$ cat config.mk
export PLATFORM = sky130hd
export DESIGN_NAME = i2c_irq_vec
export DESIGN_NICKNAME = d
export VERILOG_FILES = /design/src/rtl/i2c_irq_vec_pkg.sv /design/src/rtl/i2c_irq_vec_flag_bank.sv /design/src/rtl/i2c_irq_vec_prio_enc.sv /design/src/rtl/i2c_irq_vec_reg_port.sv /design/src/rtl/i2c_irq_vec.sv
export SDC_FILE = /design/constraint.sdc
export NUM_CORES = 1
export LEC_CHECK = 0
export ABC_AREA = 1
export ABC_CLOCK_PERIOD_IN_PS = 3000
export BUFFER_PORTS_ARGS = -buffer_cell sky130_fd_sc_hd__buf_2
export CORE_ASPECT_RATIO = 1.1
export CORE_MARGIN = 3
export CORE_UTILIZATION = 50
export CTS_BUF_LIST = sky130_fd_sc_hd__clkbuf_4 sky130_fd_sc_hd__clkbuf_8
export DETAILED_ROUTE_END_ITERATION = 10
export PLACE_DENSITY = 0.95
export SYNTH_ARGS = -nofsm -noshare
export SYNTH_HDL_FRONTEND = slang
export SYNTH_SLANG_ARGS = --single-unit
$ cat constraint.sdc
create_clock -name clk -period 3 [get_ports clk]
set_clock_uncertainty 0.15 [all_clocks]
set_input_delay 0.3 -clock clk [delete_from_list [all_inputs] [get_ports clk]]
set_output_delay 0.3 -clock clk [all_outputs]
set_load 0.01 [all_outputs]
$ cat src/rtl/i2c_irq_vec_pkg.sv
package i2c_irq_vec_pkg;

    localparam int NUM_EV  = 7;
    localparam int CODE_W  = 3;
    localparam int RADDR_W = 2;

    // event index = status bit = mask bit; code = index + 1
    localparam int EV_ARB   = 0;
    localparam int EV_NACK  = 1;
    localparam int EV_ACC   = 2;
    localparam int EV_RXR   = 3;
    localparam int EV_TXR   = 4;
    localparam int EV_STOP  = 5;
    localparam int EV_SLAVE = 6;

    localparam int ST_RSFULL_BIT = 11;
    localparam int ST_BUSY_BIT   = 12;

    typedef enum logic [RADDR_W-1:0] {
        RA_STATUS = 2'd0,
        RA_MASK   = 2'd1,
        RA_VECTOR = 2'd2,
        RA_SPARE  = 2'd3
    } reg_addr_e;

    typedef logic [NUM_EV-1:0] ev_vec_t;

    typedef struct packed {
        logic      rd;
        logic      wr;
        reg_addr_e addr;
    } bus_req_t;

    // ready events are consumed by data access, not by the vector read
    function automatic logic vec_read_clears(input logic [CODE_W-1:0] code);
        return (code != '0) &&
               (code != CODE_W'(EV_RXR + 1)) &&
               (code != CODE_W'(EV_TXR + 1));
    endfunction

endpackage

$ cat src/rtl/i2c_irq_vec_flag_bank.sv
module i2c_irq_vec_flag_bank #(
    parameter int N = 7
) (
    input  logic         clk,
    input  logic         rst,
    input  logic [N-1:0] set_i,
    input  logic [N-1:0] clr_i,
    output logic [N-1:0] flags_o
);

    logic [N-1:0] flag_q;

    for (genvar k = 0; k < N; k++) begin : g_flag
        always_ff @(posedge clk) begin
            if (rst)
                flag_q[k] <= 1'b0;
            else if (set_i[k])
                flag_q[k] <= 1'b1;
            else if (clr_i[k])
                flag_q[k] <= 1'b0;
        end


        flag_set_chk: assert property (@(posedge clk) disable iff (rst)
            set_i[k] |=> flags_o[k]);


        flag_clr_chk: assert property (@(posedge clk) disable iff (rst)
            (clr_i[k] && !set_i[k]) |=> !flags_o[k]);
    end

    assign flags_o = flag_q;


    flag_reset_chk: assert property (@(posedge clk)
        rst |=> (flags_o == '0));

endmodule

$ cat src/rtl/i2c_irq_vec_prio_enc.sv
module i2c_irq_vec_prio_enc
    import i2c_irq_vec_pkg::*;
#(
    parameter int N = NUM_EV
) (
    input  logic [N-1:0]      pend_i,
    output logic [CODE_W-1:0] code_o
);

    always_comb begin
        code_o = '0;
        for (int k = N - 1; k >= 0; k--) begin
            if (pend_i[k])
                code_o = CODE_W'(k + 1);
        end
    end

endmodule

$ cat src/rtl/i2c_irq_vec_reg_port.sv
module i2c_irq_vec_reg_port
    import i2c_irq_vec_pkg::*;
#(
    parameter int N      = NUM_EV,
    parameter int DATA_W = 16
) (
    input  bus_req_t          req_i,
    input  logic [N-1:0]      wbits_i,
    input  logic [N-1:0]      flags_i,
    input  logic [N-1:0]      mask_i,
    input  logic              rsfull_i,
    input  logic              busy_i,
    input  logic [CODE_W-1:0] code_i,
    output logic [DATA_W-1:0] rdata_o,
    output logic [N-1:0]      w1c_o,
    output logic              mask_we_o,
    output logic [N-1:0]      vec_clr_o
);

    always_comb begin
        rdata_o = '0;
        unique case (req_i.addr)
            RA_STATUS: begin
                rdata_o[N-1:0]       = flags_i;
                rdata_o[ST_RSFULL_BIT] = rsfull_i;
                rdata_o[ST_BUSY_BIT]   = busy_i;
            end
            RA_MASK:   rdata_o[N-1:0]      = mask_i;
            RA_VECTOR: rdata_o[CODE_W-1:0] = code_i;
            default:   rdata_o = '0;
        endcase
    end

    always_comb begin
        w1c_o = '0;
        if (req_i.wr && req_i.addr == RA_STATUS)
            w1c_o = wbits_i;
    end

    assign mask_we_o = req_i.wr && (req_i.addr == RA_MASK);

    always_comb begin
        vec_clr_o = '0;
        if (req_i.rd && req_i.addr == RA_VECTOR && vec_read_clears(code_i))
            vec_clr_o[int'(code_i) - 1] = 1'b1;
    end

endmodule

$ cat src/rtl/i2c_irq_vec.sv
module i2c_irq_vec
    import i2c_irq_vec_pkg::*;
#(
    parameter int DATA_W = 16
) (
    input  logic              clk,
    input  logic              rst,
    input  logic              ev_arb_lost_i,
    input  logic              ev_nack_i,
    input  logic              ev_acc_rdy_i,
    input  logic              ev_rx_rdy_i,
    input  logic              ev_tx_rdy_i,
    input  logic              ev_stop_i,
    input  logic              ev_slave_addr_i,
    input  logic              rx_shift_full_i,
    input  logic              bus_busy_i,
    input  logic              rx_data_rd_i,
    input  logic              tx_data_wr_i,
    input  logic [1:0]        reg_addr_i,
    input  logic              reg_rd_i,
    input  logic              reg_wr_i,
    input  logic [DATA_W-1:0] reg_wdata_i,
    output logic [DATA_W-1:0] reg_rdata_o,
    output logic              irq_o
);

    localparam int N = NUM_EV;

    ev_vec_t           ev_set, data_clr, w1c, vec_clr, flags, mask_q, pend;
    logic [CODE_W-1:0] code;
    logic              mask_we;
    bus_req_t          req;
    logic              unused_wdata_hi;

    assign unused_wdata_hi = ^reg_wdata_i[DATA_W-1:N];

    always_comb begin
        ev_set           = '0;
        ev_set[EV_ARB]   = ev_arb_lost_i;
        ev_set[EV_NACK]  = ev_nack_i;
        ev_set[EV_ACC]   = ev_acc_rdy_i;
        ev_set[EV_RXR]   = ev_rx_rdy_i;
        ev_set[EV_TXR]   = ev_tx_rdy_i;
        ev_set[EV_STOP]  = ev_stop_i;
        ev_set[EV_SLAVE] = ev_slave_addr_i;

        data_clr         = '0;
        data_clr[EV_RXR] = rx_data_rd_i;
        data_clr[EV_TXR] = tx_data_wr_i;
    end

    assign req.rd   = reg_rd_i;
    assign req.wr   = reg_wr_i;
    assign req.addr = reg_addr_e'(reg_addr_i);

    i2c_irq_vec_flag_bank #(.N(N)) u_flags (
        .clk     (clk),
        .rst     (rst),
        .set_i   (ev_set),
        .clr_i   (w1c | vec_clr | data_clr),
        .flags_o (flags)
    );

    always_ff @(posedge clk) begin
        if (rst)
            mask_q <= '0;
        else if (mask_we)
            mask_q <= reg_wdata_i[N-1:0];
    end

    assign pend  = flags & mask_q;
    assign irq_o = |pend;

    i2c_irq_vec_prio_enc #(.N(N)) u_enc (
        .pend_i (pend),
        .code_o (code)
    );

    i2c_irq_vec_reg_port #(.N(N), .DATA_W(DATA_W)) u_port (
        .req_i     (req),
        .wbits_i   (reg_wdata_i[N-1:0]),
        .flags_i   (flags),
        .mask_i    (mask_q),
        .rsfull_i  (rx_shift_full_i),
        .busy_i    (bus_busy_i),
        .code_i    (code),
        .rdata_o   (reg_rdata_o),
        .w1c_o     (w1c),
        .mask_we_o (mask_we),
        .vec_clr_o (vec_clr)
    );


    irq_vs_vec_chk: assert property (@(posedge clk) disable iff (rst)
        irq_o == (code != '0));


    vec_pending_chk: assert property (@(posedge clk) disable iff (rst)
        (code != '0) |-> (flags[int'(code) - 1] && mask_q[int'(code) - 1]));


    vec_lowest_chk: assert property (@(posedge clk) disable iff (rst)
        (code != '0) |-> ((pend & ((ev_vec_t'(1) << (int'(code) - 1)) - ev_vec_t'(1))) == '0));


    mask_wr_chk: assert property (@(posedge clk) disable iff (rst)
        (reg_wr_i && reg_addr_i == 2'd1) |=> (mask_q == $past(reg_wdata_i[N-1:0])));


    vec_rd_keep_rx_chk: assert property (@(posedge clk) disable iff (rst)
        (reg_rd_i && reg_addr_i == 2'd2 && code == CODE_W'(EV_RXR + 1) && !rx_data_rd_i && !reg_wr_i)
        |=> flags[EV_RXR]);


    vec_rd_clr_arb_chk: assert property (@(posedge clk) disable iff (rst)
        (reg_rd_i && reg_addr_i == 2'd2 && code == CODE_W'(EV_ARB + 1) && !ev_arb_lost_i)
        |=> !flags[EV_ARB]);


    tx_data_clr_chk: assert property (@(posedge clk) disable iff (rst)
        (tx_data_wr_i && !ev_tx_rdy_i) |=> !flags[EV_TXR]);

endmodule

# --- Word-level counts from Yosys, hierarchy flattened ---
# Cells that the tools add are included.
# W data, S select, Z words.
word_totals:
  reg_bits: 14
  inputBits: 33
  output_inout_bits: 17
  wordCells: 63
classes:
  addsub: 1
  magnitude_cmp: 2
  n_eq_ne: 4
  muxes: 28
  bitwise_logic: 3
  reduce_logical: 17
op_table:
  columns: ["cell", "n"]
  rows:
  - ["$ge A32 B1 Y1 const B", 1]
  - ["$lt A32 B5 Y1 const B", 1]
  - ["$mux W3", 7]
  - ["$mux W1", 15]
  - ["$mux W7", 2]
  - ["$reduce_bool A2 Y1", 7]
  - ["$pmux W3 S3", 1]
  - ["$pmux W4 S2", 1]
  - ["$and A7 B7 Y7", 1]
  - ["$logic_and A1 B1 Y1", 7]
  - ["$or A7 B5 Y7", 1]
  - ["$or A7 B7 Y7", 1]
  - ["$reduce_or A7 Y1", 1]
  - ["$ne A3 B3 Y1 const B", 2]
  - ["$sub A3 B1 Y4 const B", 1]
  - ["$demux W1 S3", 1]
  - ["$reduce_bool A3 Y1", 1]
  - ["$eq A2 B1 Y1 const B", 1]
  - ["$eq A2 B2 Y1 const B", 1]
  - ["$logic_not A2 Y1", 1]
  - ["$mux W2", 1]

# --- Longest topological paths before layout ---
# Gate-level depths: netlist of the first run.
logic_depth:
  word_depth: 18
  depth_mapped: 14
  mapped_depth_nobuf: 14

# --- Modules after synthesis ---
# A second synthesis of the first run with hierarchy kept.
unflattened:
  hier_cells: 201
  hier_area_um2: 1113.6
by_module_without_submodules:
  columns: ["module", "n_inst", "cells_per_inst", "area_each_um2", "seq_area_each_um2"]
  rows:
  - ["i2c_irq_vec_reg_port", 1, 87, 405.4, 0.0]
  - ["i2c_irq_vec", 1, 61, 371.6, 140.1]
  - ["i2c_irq_vec_flag_bank", 1, 35, 254.0, 140.1]
  - ["i2c_irq_vec_prio_enc", 1, 18, 82.6, 0.0]

# --- Worst setup path after synthesis of the first run ---
# No wires, ideal clock.
synth_timing:
  kind: "reg-to-reg"
  start: "register u_flags.flag_q[1] (netlist: u_flags.flags_o[1])"
  end: "register u_flags.flag_q[5] (netlist: u_flags.flags_o[5])"
  setup_ps: 132
  t_arrival_ps: 1570
  required_time_ps: 2718
  setup_slack_ps: 1148
  path_stages_with_launch: 10
  n_path_buf: 0
  synth_period_minus_slack_ps: 1852
  path_cell_list: "dfxtp_1 > nand2_2 > nand2_2 > inv_2 > a21oi_4 > inv_2 > ha_1 > or2_2 > o21bai_1 > a21oi_1"
synth_between:
  elab_chain_cells: 12
  elab_cells_between_ends: 19
  cone_classes: "1 x add/sub; 2 x order compare; 2 x eq/ne; 5 x mux; 3 x bitwise; 6 x reduce/logical"
synth_lines:
  columns: ["element", "line", "source"]
  rows:
  - ["from (decl)", "i2c_irq_vec_flag_bank.sv:11", "logic [N-1:0] flag_q;"]
  - ["from (signal, indexed assignment)", "i2c_irq_vec_flag_bank.sv:16", "flag_q[k] <= 1'b0;"]
  - ["from (signal, indexed assignment)", "i2c_irq_vec_flag_bank.sv:18", "flag_q[k] <= 1'b1;"]
  - ["from (signal, indexed assignment)", "i2c_irq_vec_flag_bank.sv:20", "flag_q[k] <= 1'b0;"]
  - ["$and A7 B7 Y7 *", "i2c_irq_vec.sv:71", "assign pend = flags & mask_q;"]
  - ["$mux W3 * (2 in series)", "i2c_irq_vec_prio_enc.sv:13", "if (pend_i[k])"]
  - ["$sub A3 B1 Y4", "i2c_irq_vec_reg_port.sv:45", "vec_clr_o[int'(code_i) - 1] = 1'b1;"]
  - ["$ge A32 B1 Y1 (not written as such) / $lt A32 B5 Y1 (equally long branches)", "i2c_irq_vec_reg_port.sv:45", null]
  - ["$logic_and A1 B1 Y1 (not written as such)", "i2c_irq_vec_reg_port.sv:45", null]
  - ["$mux W1 (not written as such)", "i2c_irq_vec_reg_port.sv:45", null]
  - ["$demux W1 S3", null, null]
  - ["$mux W7 *", "i2c_irq_vec_reg_port.sv:44", "if (req_i.rd && req_i.addr == RA_VECTOR && vec_read_clears(code_i))"]
  - ["$or A7 B7 Y7 *", "i2c_irq_vec.sv:60", ".clr_i (w1c | vec_clr | data_clr),"]
  - ["$or A7 B5 Y7 *", "i2c_irq_vec.sv:60", null]
  - ["$reduce_bool A2 Y1 (no source line) *", null, null]
# Mark *: on every way between the ends. The rest lies on a longest branch, timed or not.
# A chain may end at the register's enable or synchronous reset.

# --- Worst setup path after layout of the first run ---
layout_timing:
  start: "register u_flags.flag_q[5] (netlist: u_flags.flags_o[5])"
  end: "register u_flags.flag_q[4] (netlist: u_flags.flags_o[4])"
layout_between:
  elab_chain_cells: 16
  elab_cells_between_ends: 23
  cone_classes: "1 x add/sub; 2 x order compare; 2 x eq/ne; 9 x mux; 3 x bitwise; 6 x reduce/logical"
layout_lines:
  columns: ["element", "line"]
  rows:
  - ["$and A7 B7 Y7 *", "i2c_irq_vec.sv:71"]
  - ["$mux W3 * (6 in series)", "i2c_irq_vec_prio_enc.sv:13"]
  - ["$sub A3 B1 Y4", "i2c_irq_vec_reg_port.sv:45"]
  - ["$ge A32 B1 Y1 (not written as such) / $lt A32 B5 Y1 (equally long branches)", "i2c_irq_vec_reg_port.sv:45"]
  - ["$logic_and A1 B1 Y1 (not written as such)", "i2c_irq_vec_reg_port.sv:45"]
  - ["$mux W1 (not written as such)", "i2c_irq_vec_reg_port.sv:45"]
  - ["$demux W1 S3", null]
  - ["$mux W7 *", "i2c_irq_vec_reg_port.sv:44"]
  - ["$or A7 B7 Y7 *", "i2c_irq_vec.sv:60"]
  - ["$or A7 B5 Y7 *", "i2c_irq_vec.sv:60"]
  - ["$reduce_bool A2 Y1 (no source line) *", null]
# Marked as above.

==> results of run 1 <==
[how the worst max path moves through the flow]
stage | slack, ps | to | from
detailed placement | 950 | u_flags.flags_o[4]$_SDFFE_PP0P_ | u_flags.flags_o[5]$_SDFFE_PP0P_
finish | 870 | u_flags.flags_o[4]$_SDFFE_PP0P_ | u_flags.flags_o[5]$_SDFFE_PP0P_
floorplan | 1150 | u_flags.flags_o[5]$_SDFFE_PP0P_ | u_flags.flags_o[1]$_SDFFE_PP0P_
CTS | 930 | u_flags.flags_o[4]$_SDFFE_PP0P_ | u_flags.flags_o[5]$_SDFFE_PP0P_
global route | 760 | u_flags.flags_o[5]$_SDFFE_PP0P_ | mask_q[3]$_SDFFE_PP0P_
global placement | 1030 | u_flags.flags_o[5]$_SDFFE_PP0P_ | u_flags.flags_o[5]$_SDFFE_PP0P_
[cell type report]
type	count	area share, %
Clock buffer	3	1.97
Inverter	28	9.18
Multi-Input combinational cell	104	48.0
Sequential cell	14	24.5
Tap cell	18	1.97
Timing Repair Buffer	33	14.4
[layout by cell type, fill, tap and decap left out]
| cell type | count |
|---|---|
| buf_2 | 33 |
| nand2_1 | 31 |
| inv_1 | 21 |
| nor2_1 | 16 |
| dfxtp_1 | 14 |
| nand2_2 | 8 |
| inv_2 | 7 |
| a211oi_1 | 7 |
| conb_1 | 7 |
| nand3_1 | 6 |
| a21oi_1 | 5 |
| nor2_2 | 3 |
| o221ai_1 | 3 |
| o21ai_0 | 3 |
| o21bai_1 | 3 |
| clkbuf_4 | 3 |
| a31oi_1 | 2 |
| nand4_1 | 2 |
| a21oi_4 | 1 |
| o22ai_1 | 1 |
| a21oi_2 | 1 |
| nand2_4 | 1 |
| o211ai_2 | 1 |
| or2_2 | 1 |
| nand3b_1 | 1 |
| ha_1 | 1 |
[synth_stat cells (all sizes together)]
cell type / n
o22ai: 1
nand3: 6
conb: 1
nand2: 40
clkbuf: 1
or2: 1
nand4: 2
a211oi: 7
o211ai: 1
dfxtp: 14
o21bai: 3
ha: 1
inv: 28
a31oi: 2
nand3b: 1
nor2: 19
a21oi: 7
o21ai: 3
o221ai: 3
buf: 8
[flip-flops by register name, summed over array words and instances, names as in the netlist]
| name | cells |
|---|---|
| mask_q | 7 |
| u_flags.flags_o | 7 |
[cells by family (layout without fill, tap and decap cells)]
group / after synthesis / count (layout) / synth area share, %
AOI/OAI and AO/OA: 27 / 27 / 20.3
other: 1 / 7 / 0.385
adders and majority gates: 1 / 1 / 1.29
DFF: 14 / 14 / 28.8
and+or+nand+nor: 69 / 69 / 32.1
buffers and inverters: 37 / 64 / 17.1
[power by group through the flow]
stage	Clock, uW	Sequential (uW)	Combinational (uW)
4_1_cts	110	206	109
2_1_floorplan	0	208	77.1
6_report	109	206	111
5_1_grt	120	207	123
3_3_place_gp	0	210	103
3_5_place_dp	0	210	108
[critical path: stages, from the launching register on]
cell      delay, ps
dfxtp_1         360
nand2_1         100
nand2_1          90
nand2_1          90
a21oi_4         180
inv_2            80
ha_1            330
or2_2           330
o21bai_1        210
a21oi_1         100
[routing by layer]
layer / GRT usage, % / vias up / share of wire [%]
li1: - / 529 / -
met1: 25.6 / 463 / 39
met2: 37.0 / 58 / 50
met3: 3.09 / 11 / 7.7
met4: 11.2 / 0 / 2.8
met5: 0 / - / 0
[stage by stage]
| stage | hold slack, ps | setup slack, ps | instance area, sq um |
|---|---|---|---|
| finish | 75.0 | 868 | 1140 |
| global route | 69.8 | 760 | 1140 |
| CTS | 70.7 | 935 | 1140 |
| detailed placement | 321 | 952 | 1120 |
| global placement | 313 | 1030 | 1120 |
| floorplan | 228 | 1150 | 996 |
==> results.toml, run 1 <==
[clocking]
post_cts_hold_buffer_count = 0
clock_latency_ps = 290
htreeDepth = 1
numClockSinks = 14
clk_transition_reported_paths_ps = 80
cts_made_buffers = 3
tritoncts = "yes"
cts_buffer_depth = 2
cts_setup_buffers = 0
cts_root_buffer = "clkbuf_4"
cts_repair_resize_count = 0

[setup_path]
r2r-start = "u_flags.flags_o[5]$_SDFFE_PP0P_"
cp-end-kind = "flop"
rrSetupSlack_ps = 870
critPathArrivalTime_ps = 2150
path_max_fanout = 4
required_ps = 3020
reg2reg_to = "u_flags.flags_o[4]$_SDFFE_PP0P_"
startpoint_type = "flop"
path_class = "reg -> reg"
r2r_cells = 9

[detailed_routing]
antenna_left = 0
vias_per_cell = 5.31
drc = 0
drt_iter0_drc = 48
wire_per_inst_um = 12.2
num_vias = 1061
first_pass_iters = 5
wl_um = 2450

[floorplan]
core_area_sq_um = 1800
die_w_um = 48.1
io_pins = 50
die_y_um = 52.3
start_util_pct = 54.0
rows = 16
die-area_sq_um = 2510

[grt]
grt_pass1_vias = 944
overflow = 0
antenna_found_initial = 0
track_usage_pct = 21.9
grt_pass1_wl_um = 3920
grt_start_max_net_pins = 15

[timing]
fin_crit_sh_pct = 71.1
min_period_ps = 2130
fmax_mhz = 469
rsz0062_at_grt = "false"
setup_viol = 0
tns_ps = 0
hold_viol_final = 0
slew_viol_final = 0

[logic_synthesis]
post-synth-top-area-cell = "dfxtp_1"
synth_top_cells_by_area = "dfxtp_1 (29%), nand2_1 (12%), inv_1 (8.1%)"
synth_seq_cells = 14
synth.lib_cells_used.distinct = 27
synth_top_area_share_pct = 28.8
syn-instance-count = 149
yosysWarnings = 0
synth_area_per_cell_sq_um = 6.53
ys_seq_area_share_pct = 28.8
synth.cell_area_sq_um = 973

[hold_path]
min_path_type = "in -> reg"
hold-path-cell-count = 3
min_to = "u_flags.flags_o[2]$_SDFFE_PP0P_"
min_from = "ev_acc_rdy_i"

[place]
finalWeightedCongestion = 0.826
dp_hpwl_um = 1920
place_inst = 197
io_buffer_count = 33

[power_and_ir_drop]
p_int_uw = 287
p_per_area_nw_per_um2 = 372
comb_power_share_pct = 26.1
power_uw = 426
vdd_drop_max_v = 0.000249
pwr-share-seq_pct = 48.3
power.leakage_uw = 0.000604
power_frac_clock_pct = 25.6
sw_frac_of_total_pct = 32.6
switchingPower_uw = 139

[final_layout]
utilization_pct = 63.5
antennaDiodeCount = 0
multi_input_area_sq_um = 549
area_delta_synth_final_pct = 17.6
fillers = 159
drive_gt1_share_pct = 32.4
seqCellArea_sq_um = 280
nets = 218
fin_cells = 200

[run]
cap_violations = 0

[run_status]
outcome = "finished clean"
Power figures use the tool's default switching activity.
==> inputs of run 2 (changes only) <==
- ABC_AREA: 1 -> 0
- ABC_CLOCK_PERIOD_IN_PS: 3000 -> 2150
- CORE_UTILIZATION: 50 -> 46
- PLACE_DENSITY: 0.95 -> 0.9
- clock period: 3 -> 2.15 ns (I/O delays scaled with it)
==> run 2 against run 1 <==
The flow now finishes with violations (setup timing). Critical path depth fell by 3. Final cell count rose by 5.0%. Setup slack got worse by 970 ps. Combinational power rose by 60%. Via count rose by 15%. Worst hold slack got worse by 48 ps. Largest cell class unchanged. Highest routed layer unchanged.
==> results.toml, run 2 <==
[setup_path]
critPathArrivalTime_ps = 1890
cp-end-kind = "output port"
max_stage_delay_ps = 400
path_max_fanout = 3
startpoint_type = "flop"
path_class = "reg -> out"
worstPathCellList = "buf_6, a222oi_1, a21boi_2, mux2i_1, o21ai_1, buf_2"
slowest_stage = "a222oi_1"
required_ps = 1780

[hold_path]
min_path_type = "in -> reg"

[timing]
whs_ps = 27.0
hold_viol_final = 0
worst_pin_slew_ps = 547
fin_crit_sh_pct = 105
layout_setup_ws_ps = -103
rsz0062_at_grt = "true"
min_period_ps = 2250
relSlewSlack_pct = 63.5
slew_viol_final = 0
setup_viol = 2
fmax_mhz = 444

[floorplan]
rows = 16
die_w_um = 49.4
start_util_pct = 51.1
die_y_um = 53.7
core_area_sq_um = 1860
io_pins = 50
die-area_sq_um = 2650

[logic_synthesis]
synth_common_cells = "nand2_1 (22), dfxtp_1 (14), a21oi_1 (12)"
synth_top_area_share_pct = 29.5
synth-edff-count = 0
post-synth-top-area-cell = "dfxtp_1"
synth_area_per_cell_sq_um = 7.49
yosys_most_used_dff = "dfxtp_1"
synth.cell_area_sq_um = 951
ys_seq_area_share_pct = 29.5
syn-instance-count = 127
synth_seq_cells = 14
yosysWarnings = 0
synth.lib_cells_used.distinct = 36
yosysMostFrequentCell = "nand2_1"
synth_top_cells_by_area = "dfxtp_1 (29%), nand2_1 (8.7%), a21oi_1 (6.3%)"
synthArstFlopShare_pct = 0

[place]
io_buffer_count = 33
finalWeightedCongestion = 0.966
dp_hpwl_um = 2450

[detailed_routing]
wl_met1_um = 1270
dr_wl_met3_um = 324
first_pass_iters = 7
vias_per_cell = 5.83
met2_length_um = 1620
drc = 0
wire_per_inst_um = 16.0
antenna_left = 0
routed.top_layer = "met4"
drt_iter0_drc = 86
wl_um = 3350
num_vias = 1225

[clocking]
cts_made_buffers = 3
cts_buffer_depth = 2
clock_latency_ps = 290
clk_transition_reported_paths_ps = 80
numClockSinks = 14
tritoncts = "yes"
cts_root_buffer = "clkbuf_4"
htreeDepth = 1

[final_layout]
mostFrequentLayoutCells = "buf_2 (33), buf_4 (24), nand2_1 (22)"
utilization_pct = 75.2
final_common_cell = "buf_2"
nets = 219
drive_gt1_share_pct = 44.3
area_delta_synth_final_pct = 47.2
seqCellArea_sq_um = 292
antennaDiodeCount = 0
fillers = 140
multi_input_area_sq_um = 677

[power_and_ir_drop]
vdd_drop_max_v = 0.000330
p_int_uw = 423
pwr-share-seq_pct = 46.4
power.leakage_uw = 0.000628
power_uw = 619
power_frac_clock_pct = 24.8
comb_power_share_pct = 28.8
p_per_area_nw_per_um2 = 442
sw_frac_of_total_pct = 31.8
switchingPower_uw = 197

[grt]
grt_start_max_net_pins = 16
grt_pass1_vias = 1144
overflow = 0
track_usage_pct = 26.1
antenna_found_initial = 0
grt_pass1_wl_um = 5290

[run_status]
outcome = "complete, but fails checks"
violations = "setup timing"

[run]
cap_violations = 0
-- run 2: cell types whose count changed after synthesis, moves of 4 or more --
cell / before / now
a211oi_1: 7 / 3
mux2i_1: 0 / 5
nand2_1: 31 / 22
inv_2: 7 / 0
nand2_2: 8 / 0
inv_1: 21 / 2
a21oi_1: 5 / 12
nor2_1: 16 / 6
-- run 2: timing repair --
item | 4_1_cts | 5_1_grt
pin swaps | 3 | 2
endpoints found under the setup margin | 4 | 7
hold buffers | 0 | 0
resized for setup | 7 | 12
buffers inserted | 2 | 1
-- run 2: worst paths after layout --
check / from / cells past startpoint / slack, ps / end
setup / recovery: u_flags.flags_o[1]$_SDFFE_PP0P_ / 6 / -100 / reg_rdata_o[2]
hold / removal: reg_wdata_i[1] / 3 / 30 / mask_q[1]$_SDFFE_PP0P_
setup reg to reg: mask_q[2]$_SDFFE_PP0P_ / 7 / -50 / u_flags.flags_o[5]$_SDFFE_PP0P_
hold reg to reg: mask_q[4]$_SDFFE_PP0P_ / 3 / 470 / mask_q[4]$_SDFFE_PP0P_
-- run 2: kinds of logic (layout without fill, tap and decap cells) --
group | Yosys count | after routing | synth area share, %
AOI/OAI and AO/OA | 38 | 38 | 26.6
adders and majority gates | 1 | 1 | 1.32
buffers and inverters | 14 | 64 | 8.29
DFF | 14 | 14 | 29.5
muxes | 5 | 5 | 5.26
other | 1 | 7 | 0.394
and+or+nand+nor | 54 | 54 | 28.7
-- run 2: power by group through the flow --
stage / sequential (uW) / clock [uW] / combinational (uW)
2_1_floorplan: 292 / 0 / 83.6
3_3_place_gp: 289 / 0 / 156
3_5_place_dp: 290 / 0 / 162
4_1_cts: 285 / 153 / 168
5_1_grt: 289 / 163 / 194
6_report: 288 / 153 / 178
-- run 2: metal layers --
layer	global-route usage (%)	up-vias
li1	-	568
met3	4.99	17
met1	32.2	556
met4	13.7	0
met2	43.8	84
met5	0	-
-- run 2: worst max-delay path, delay by kind of cell, from the launching register on --
family	cells	cell delay (ps)
buffers and inverters	2	290
DFF	1	370
muxes	1	110
AOI/OAI and AO/OA	3	850
-- run 2: through the flow --
stage / std cells / worst slack, ps / instance area [sq um] / TNS [ps]
6_report: 210 / -103 / 1400 / -151
5_1_grt: 210 / -179 / 1400 / -487
4_1_cts: 209 / -57.2 / 1340 / -92.0
3_5_place_dp: 204 / -130 / 1280 / -243
3_3_place_gp: 204 / -90.4 / 1280 / -156
2_1_floorplan: 133 / 2.75 / 985 / 0
-- run 2: cell type report --
type / instances / area share (%)
Multi-Input combinational cell: 105 / 48.3
Timing Repair Buffer: 59 / 26.3
Sequential cell: 14 / 20.8
Tap cell: 27 / 2.41
Clock buffer: 3 / 1.61
Inverter: 2 / 0.536
